[src/rtl/crc_engine.sv]
module crc_engine #(
  parameter int STATE_W = 32,
  parameter logic [STATE_W-1:0] POLY = 32'h04C11DB7,
  parameter logic [STATE_W-1:0] INIT = '1,
  parameter bit REFLECT = 1'b1,
  parameter bit INVERT = 1'b1,
  parameter int DATA_W = 8
) (
  input  logic               clk,
  input  logic               rst,
  input  logic [DATA_W-1:0]  data_in,
  input  logic               data_valid,
  output logic [STATE_W-1:0] crc_out
);

  localparam int IN_W = STATE_W + DATA_W;
  localparam logic [STATE_W-1:0] OUT_MASK = {STATE_W{INVERT}};

  typedef logic [STATE_W-1:0][IN_W-1:0] matrix_t;

  function automatic logic [STATE_W-1:0] mirror_poly();
    logic [STATE_W-1:0] r;
    for (int i = 0; i < STATE_W; i++) r[i] = POLY[STATE_W-1-i];
    return r;
  endfunction

  // Position in data_in of the k-th bit absorbed: lanes in order, LSB or MSB first in a lane
  function automatic int feed_index(int k);
    if (REFLECT) return k;
    return (k / 8) * 8 + 7 - (k % 8);
  endfunction

  // Symbolic unroll: row i lists which {data, state} inputs XOR into next state bit i
  function automatic matrix_t build_matrix();
    matrix_t m;
    logic [IN_W-1:0] fb;
    logic [STATE_W-1:0] rp;
    rp = mirror_poly();
    for (int i = 0; i < STATE_W; i++) begin
      m[i] = '0;
      m[i][i] = 1'b1;
    end
    for (int k = 0; k < DATA_W; k++) begin
      if (REFLECT) begin
        fb = m[0];
        fb[STATE_W + feed_index(k)] = ~fb[STATE_W + feed_index(k)];
        for (int i = 0; i < STATE_W - 1; i++) m[i] = m[i+1];
        m[STATE_W-1] = '0;
        for (int i = 0; i < STATE_W; i++) if (rp[i]) m[i] = m[i] ^ fb;
      end else begin
        fb = m[STATE_W-1];
        fb[STATE_W + feed_index(k)] = ~fb[STATE_W + feed_index(k)];
        for (int i = STATE_W - 1; i > 0; i--) m[i] = m[i-1];
        m[0] = '0;
        for (int i = 0; i < STATE_W; i++) if (POLY[i]) m[i] = m[i] ^ fb;
      end
    end
    return m;
  endfunction

  localparam matrix_t STEP = build_matrix();

  logic [STATE_W-1:0] state_q;
  logic [STATE_W-1:0] state_d;
  logic [IN_W-1:0]    step_in;

  assign step_in = {data_in, state_q};

  for (genvar i = 0; i < STATE_W; i++) begin : g_row
    assign state_d[i] = ^(STEP[i] & step_in);
  end

  always_ff @(posedge clk) begin
    if (rst) state_q <= INIT;
    else if (data_valid) state_q <= state_d;
  end

  assign crc_out = state_q ^ OUT_MASK;

  assert_reset_value_R1: assert property (@(posedge clk)
    rst |=> crc_out == (INIT ^ OUT_MASK));

  assert_idle_hold_R2: assert property (@(posedge clk) disable iff (rst)
    !data_valid |=> $stable(crc_out));

  // any change of the output traces back to a valid word or a reset one edge earlier
  assert_change_cause_R3: assert property (@(posedge clk) disable iff (rst)
    (crc_out != $past(crc_out)) |-> ($past(data_valid) || $past(rst)));

  assert_known_R8: assert property (@(posedge clk) disable iff (rst)
    !$isunknown(crc_out));

endmodule

[config.mk]
export PLATFORM = sky130hd
export DESIGN_NAME = crc_engine
export DESIGN_NICKNAME = d
export VERILOG_FILES = /design/src/rtl/crc_engine.sv
export SDC_FILE = /design/constraint.sdc
export NUM_CORES = 1
export LEC_CHECK = 0
export BUFFER_PORTS_ARGS = -buffer_cell sky130_fd_sc_hd__buf_2
export CAP_MARGIN = 20
export CORE_MARGIN = 3
export CORE_UTILIZATION = 55
export CTS_CLUSTER_DIAMETER = 60
export DETAILED_ROUTE_END_ITERATION = 12
export GPL_TIMING_DRIVEN = 0
export PLACE_DENSITY_LB_ADDON = 0.1
export SYNTH_ARGS = -nofsm -noshare
export SYNTH_HDL_FRONTEND = slang
export SYNTH_SLANG_ARGS = --single-unit
[constraint.sdc]
create_clock -name clk -period 4.45 [get_ports clk]
set_clock_uncertainty 0.15 [all_clocks]
set_input_delay 0.6675 -clock clk [delete_from_list [all_inputs] [get_ports clk]]
set_output_delay 0.6675 -clock clk [all_outputs]
set_load 0.01 [all_outputs]
## Yosys cells after proc, flatten, opt, wreduce, memory -nomap -nowiden

Index checks and enable logic that the tools add are counted.

- Bitwise logic cells: 1
- Reduce and logical (&&, ||, !) cells: 32

Operator list:

| kind | number |
|---|---|
| 40-bit XOR reduction | 32 |
| 32-bit NOT | 1 |

- Output and inout bits: 32
- Input bits: 11
- Register bits: 32

## Logic depth before layout (Yosys ltp)

Gate-level depths: netlist of run 1.

- Word-level depth: 1
- Depth in mapped cells: 5

## Least setup slack after synthesis of run 1

OpenSTA, ideal clock, no wires.

- Path type: in2reg
- From: input data_in[1]
- To: register state_q[18]
- Setup slack: 2.185 ns
- Library setup time: 0.120 ns
- Stages: 4
- Data arrival time: 1.995 ns
- Required time: 4.180 ns
- Cells stage by stage: xnor2_2 xnor3_1 xnor3_1 a211o_1

- Cells in the longest elaborated chain, start to end: 1

Ends and longest elaborated chain:

| element | line | source |
|---|---|---|
| start, declared | 11 | `input logic [DATA_W-1:0] data_in,` |
| 40-bit XOR reduction | 70 | `assign state_d[i] = ^(STEP[i] & step_in);` |
| end signal, assigned | 75 | `else if (data_valid) state_q <= state_d;` |
| end, declared | 63 | `logic [STATE_W-1:0] state_q;` |

Every way passes these cells.
A chain may end at the register's enable or synchronous reset.

## Final worst setup path of run 1

Same ends and word-level chain as after synthesis.

==> impl_metrics.tcl, run 1 <==
set metrics [dict create \
    antenna_found_initial 0 \
    cts_max_level 2 \
    p_per_area_nw_per_um2 790 \
    hold_path_class "flip-flop to flip-flop" \
    grt.total_usage_pct 20.3 \
    ant_nets 0 \
    syn_area_per_cell_um2 10.7 \
    ir_worst_vdd_uv 380 \
    max_cap_viol_count 0 \
    cts_tree "yes" \
    syn_to_final_growth_pct 16.7 \
    grt_setup_unrepaired "no" \
    crit_family "XOR/XNOR gates" \
    ys_top_cells_by_count "33 x inv_1, 32 x dfxtp_1, 29 x xnor2_1, 21 x nor2_1, 20 x a211o_1" \
    cts_root_buf "clkbuf_8" \
    drt-total-wl_um 4550 \
    path_cells "buf_2 > xnor2_2 > xnor3_1 > xnor3_1 > a211o_1" \
    place_hpwl_um 3360 \
    drt_iter0_drc 83 \
    die_h_um 69.3 \
    synth_ff_type "dfxtp_1" \
    clk_path_buf_depth 2 \
    rows 22 \
    yosysUniqueCellTypes 17 \
    antenna_cells 0 \
    synth_cells 206 \
    arrival_ns 2.25 \
    yosys.area.top_type "dfxtp_1" \
    top_register "state_q" \
    cts_buffers 5 \
    wl_per_cell_um 15.0 \
    n_fill_cell 324 \
    required_ns 4.48 \
    synthArstFlopShare_pct 0 \
    cpMostUsedCell "xnor3_1" \
    cts_hold_buf 0 \
    crit_buf_inv 1 \
    vias 1496 \
    syn_nets 217 \
    ys_warn_count 0 \
    reg2reg_slack_ns 2.32 \
    start_util_pct 58.4 \
    tightest_slew_ns 0.573 \
    end_kind "flip-flop" \
    dieArea_um2 4800 \
    clock.fmax_mhz 450 \
    worst_slack_ns 2.23 \
    synth_top_area_share_pct 29.1 \
    drive_gt1_share_pct 24.8 \
    synth-seq-cells 32 \
    synth.most_common_cell "inv_1" \
    crit_fanout 3 \
    synth_edf_count 0 \
    yosysSeqAreaShare_pct 29.1 \
    cts.sinks 32 \
    post_cts_buffers 0 \
    multi_input_area_um2 1400 \
    overflow 0 \
    fp.dieW_um 69.3 \
    coreArea_um2 3770 \
    nets 264 \
    path_depth 5 \
    critPathLaunchType "input port" \
    synth_area_leaders "dfxtp_1 29%, xnor3_1 16%, xnor2_1 12%, xnor2_4 8.7%, a211o_1 8.0%" \
    pre_cts_ws_ns 1.93 \
    seq_area_um2 641 \
    fin_crit_sh_pct 50.0 \
    drcViolationCount 0 \
    io_pins 43 \
    clk_latency_ns 0.28 \
    critical_path.slowest_cell "xnor3_1" \
    utilization_pct 68.2 \
    grt_pass1_vias 1469 \
    hold_viol_final 0 \
    numPortBuffers 40 \
    netlist_area_um2 2200 \
    first_pass_iters 4 \
    path_class "input port to flip-flop" \
    top_regs "state_q x32" \
    r2r_cells 4 \
    grt_max_degree 11 \
    grt_first_pass_wirelength_um 7580 \
    relSlewSlack_pct 61.5 \
    whs_path_depth 1 \
    setup-tns-final_ns 0 \
    viasPerCell 4.95 \
    critPathMaxStageDelay_ns 0.49 \
    status "finished clean" \
    path_clk_slew_ns 0.07 \
    min_period_ns 2.22 \
    setup_viol 0 \
    place_congestion 0.832 \
    p_leak_nw 1.41 \
    post_cts_resized 0 \
    largest_register_ff_count 32 \
    maxSlewViolCount 0 \
]
layout by cell type (no fill, tap or decap), drive strengths merged:
master	n
a211o	20
buf	41
xor2	4
nor3	6
bufinv	1
nor2	21
xor3	2
clkinv	1
clkbuf	15
xnor2	44
a21oi	12
dfxtp	32
inv	33
o21ai	6
xnor3	16
cell families after synthesis:
| group | Yosys count | synth area share, % |
|---|---|---|
| buf+inv | 43 | 7.33 |
| flops | 32 | 29.1 |
| simple gates | 27 | 4.94 |
| xor+xnor | 66 | 46.6 |
| compound gates | 38 | 12.0 |
worst register-to-register path, delay by kind of cell, from the launching register on:
| kind | cells | cell delay, ns |
|---|---|---|
| compound gates | 1 | 0.29 |
| flops | 1 | 0.41 |
| xor+xnor | 3 | 1.18 |
metrics by stage:
step           cells  instance area (um2)  hold WS [ns]  power [mW]
2_1_floorplan    206                 2200         0.289        1.51
3_3_place_gp     294                 2460         0.301        1.75
3_5_place_dp     294                 2460         0.307        1.76
4_1_cts          302                 2570         0.324        2.04
5_1_grt          302                 2570         0.348        2.17
6_report         302                 2570         0.320        2.03
where the power goes:
group          switching, mW  internal [mW]
clock                  0.107          0.166
sequential            0.0719          0.383
combinational          0.556          0.748
total                  0.735           1.30
per-layer routing:
metal	routed length (um)	vias to the layer above	share of wire, %	GRT usage, %
li1	-	754	-	-
met1	2220	693	49	28.8
met2	2050	45	45	31.1
met3	244	4	5.4	5.65
met4	31	0	0.68	3.90
met5	0	-	0	0
worst paths after layout:
path                             startpoint          end
worst max-delay path             data_in[1]  state_q[18]
worst min-delay path            state_q[10]  state_q[10]
worst max register to register   state_q[4]  state_q[18]
worst min register to register  state_q[10]  state_q[10]
final cells by class:
cell class / instances / area share, %
Buffer: 10 / 1.46
Clock buffer: 6 / 2.82
Clock inverter: 2 / 1.36
Inverter: 33 / 4.82
Multi-Input combinational cell: 131 / 54.5
Sequential cell: 32 / 24.9
Tap cell: 48 / 2.34
Timing Repair Buffer: 40 / 7.79
Note: power is estimated with default switching activity, not from simulation.
==> run 2: changes to the inputs <==
ABC_AREA = 1   (was not set)
CORE_UTILIZATION = 53   (was 55)
clock period = 1.91 ns   (was 4.45 ns; I/O delays follow)
==> run 2 against run 1 <==
Effect of this change:
- combinational power is 52% higher
- clock power is 140% higher
- via count is 120% higher
- critical path type is now flip-flop to flip-flop
- core utilization is 5.4 points lower
- sequential share of layout area is 6.8 points lower
- count of clock-buffer cells in the layout stayed put
==> impl_metrics.tcl, run 2 <==
set metrics [dict create \
    status "finished clean" \
    placed_area_um2 3430 \
    layout_common_cells "177 x nand2_1, 48 x inv_1, 48 x xor2_1" \
    path_cells "buf_6 > xnor2_1 > nand2_1 > nand2_1 > nand2_1 > nand2_1 > nand3_1 > nand3_1 > nand2_1" \
    synthArstFlopShare_pct 0 \
    seq_area_um2 641 \
    netlist_area_um2 3170 \
    grt.total_usage_pct 26.8 \
    critical_path.slowest_cell "dfxtp_1" \
    p_leak_nw 2.01 \
    antenna_found_initial 0 \
    grt_max_degree 11 \
    top_register "state_q" \
    place_hpwl_um 7050 \
    largest_register_ff_count 32 \
    numPortBuffers 35 \
    setup-tns-final_ns 0 \
    first_pass_iters 5 \
    hold-worst-slack_ns 0.100 \
    io_pins 43 \
    synth_cells 499 \
    p_per_area_nw_per_um2 993 \
    setup_viol 0 \
    yosys.area.top_type "nand2_1" \
    ir_worst_vdd_uv 436 \
    cts_tree "yes" \
    hold_path_class "input port to flip-flop" \
    grt_first_pass_wirelength_um 14700 \
    grt_pass1_vias 2895 \
    dieArea_um2 6940 \
    max_cap_viol_count 0 \
    ys_top_cells_by_count "177 x nand2_1, 48 x inv_1, 48 x xor2_1, 41 x nand3_1, 34 x a21oi_1" \
    rows 27 \
    start_util_pct 56.2 \
    critPathMaxStageDelay_ns 0.31 \
    path_class "flip-flop to flip-flop" \
    relSlewSlack_pct 54.0 \
    clock.fmax_mhz 609 \
    synth.most_common_cell "nand2_1" \
    clk_path_buf_depth 2 \
    tightest_slew_ns 0.690 \
    antenna_cells 0 \
    end_kind "flip-flop" \
    maxSlewViolCount 0 \
    min_period_ns 1.64 \
    vias 3217 \
    path_clk_slew_ns 0.07 \
    synth_edf_count 0 \
    wl_per_cell_um 15.0 \
    synth_top_area_share_pct 21.0 \
    yosysSeqAreaShare_pct 20.2 \
    crit_fanout 10 \
    worst_slack_ns 0.269 \
    required_ns 1.94 \
    synth-seq-cells 32 \
    syn_to_final_growth_pct 11.8 \
    post_cts_buffers 0 \
    viasPerCell 5.24 \
    utilization_pct 62.8 \
    reg2reg_slack_ns 0.27 \
    synth_area_leaders "nand2_1 21%, dfxtp_1 20%, xor2_1 13%, xnor2_1 6.6%, nand3_1 6.5%" \
    design_area_um2 3540 \
    drt_iter0_drc 265 \
    ys_warn_count 0 \
    syn_nets 510 \
    final_cells 614 \
    coreArea_um2 5640 \
    fp.dieW_um 83.3 \
    die_h_um 83.3 \
    overflow 0 \
    drcViolationCount 0 \
    arrival_ns 1.67 \
    fin_crit_sh_pct 85.9 \
    top_regs "state_q x32" \
    cts_root_buf "clkbuf_8" \
    swShare_pct 45.3 \
    cpMostUsedCell "nand2_1" \
    mostFrequentLayoutCell "nand2_1" \
    cts_max_level 2 \
    total_power_mw 3.52 \
    multi_input_area_um2 2120 \
    clockPowerShare_pct 19.0 \
    crit_buf_inv 1 \
    p_switching_mw 1.59 \
    synth_ff_type "dfxtp_1" \
    p_int_mw 1.92 \
    cts_hold_buf 0 \
    syn_area_per_cell_um2 6.35 \
    n_fill_cell 540 \
    ant_nets 0 \
    crit_family "simple AND/OR/NAND/NOR gates" \
    place_inst 606 \
    combinationalPowerShare_pct 56.5 \
    hold_viol_final 0 \
    grt_setup_unrepaired "no" \
    drt-total-wl_um 9190 \
    clk_latency_ns 0.29 \
    critPathLaunchType "flip-flop" \
    cts.sinks 32 \
    post_cts_resized 0 \
    nets 552 \
    seq_power_share_pct 24.6 \
    cts_buffers 5 \
    yosysUniqueCellTypes 23 \
    drive_gt1_share_pct 16.2 \
    pre_cts_ws_ns 0.128 \
    place_congestion 0.904 \
]
-- run 2: cell count changes after synthesis, sizes merged, moves of 3 or more --
cell    before  now
a211o       20    0
a21oi       12   34
buf          1   16
inv         33   60
nand2        0  185
nand3        0   41
nand3b       0    3
nand4        0    3
nor2        21   14
nor3         6    0
o21ai        6   20
xnor2       44   30
xnor3       16    0
xor2         4   53
-- run 2: cell type report --
cell class              count  area share (%)
clock inverters             2           0.989
repair buffers             35            4.95
inverters                  60            6.50
clock buffers               6            2.05
well taps                  72            2.54
flip-flops and latches     32            18.1
plain buffers              24            5.12
multi-input cells         383            59.8
-- run 2: cells by family (layout without fill, tap and decap cells) --
group                     count (synthesis)  after routing  share of synthesized area, %
AOI/OAI and AO/OA                        54             54                          8.53
xor gates and xnor gates                 83             83                          26.3
buffers and inverters                    84            127                          13.0
DFF                                      32             32                          20.2
and+or+nand+nor                         246            246                          32.0
-- run 2: path summary, 6_finish.rpt --
check | end | start | depth (start not counted)
worst min-delay path | state_q[0] | rst | 3
worst max-delay path | state_q[25] | state_q[5] | 9
worst max register to register | state_q[25] | state_q[5] | 9
worst min register to register | state_q[25] | state_q[25] | 2
-- run 2: layer usage --
metal,vias up,part of all wire (%),global-route usage (%)
met1,1465,46,36.1
met2,116,45,43.4
li1,1618,-,-
met5,-,0,0
met4,0,1.8,7.43
met3,18,7.6,5.36
-- run 2: power groups by stage --
stage | clock, mW | sequential (mW) | combinational [mW]
5_1_grt | 0.690 | 0.876 | 2.21
3_5_place_dp | 0 | 0.877 | 1.95
4_1_cts | 0.671 | 0.862 | 1.96
6_report | 0.667 | 0.864 | 1.98
2_1_floorplan | 0 | 0.855 | 1.52
3_3_place_gp | 0 | 0.873 | 1.90
-- run 2: tightest hold or removal path, delay by kind of cell --
| kind | cells | cell delay (ns) |
|---|---|---|
| buffers and inverters | 1 | 0.12 |
| AO/OA/AOI/OAI | 2 | 0.10 |
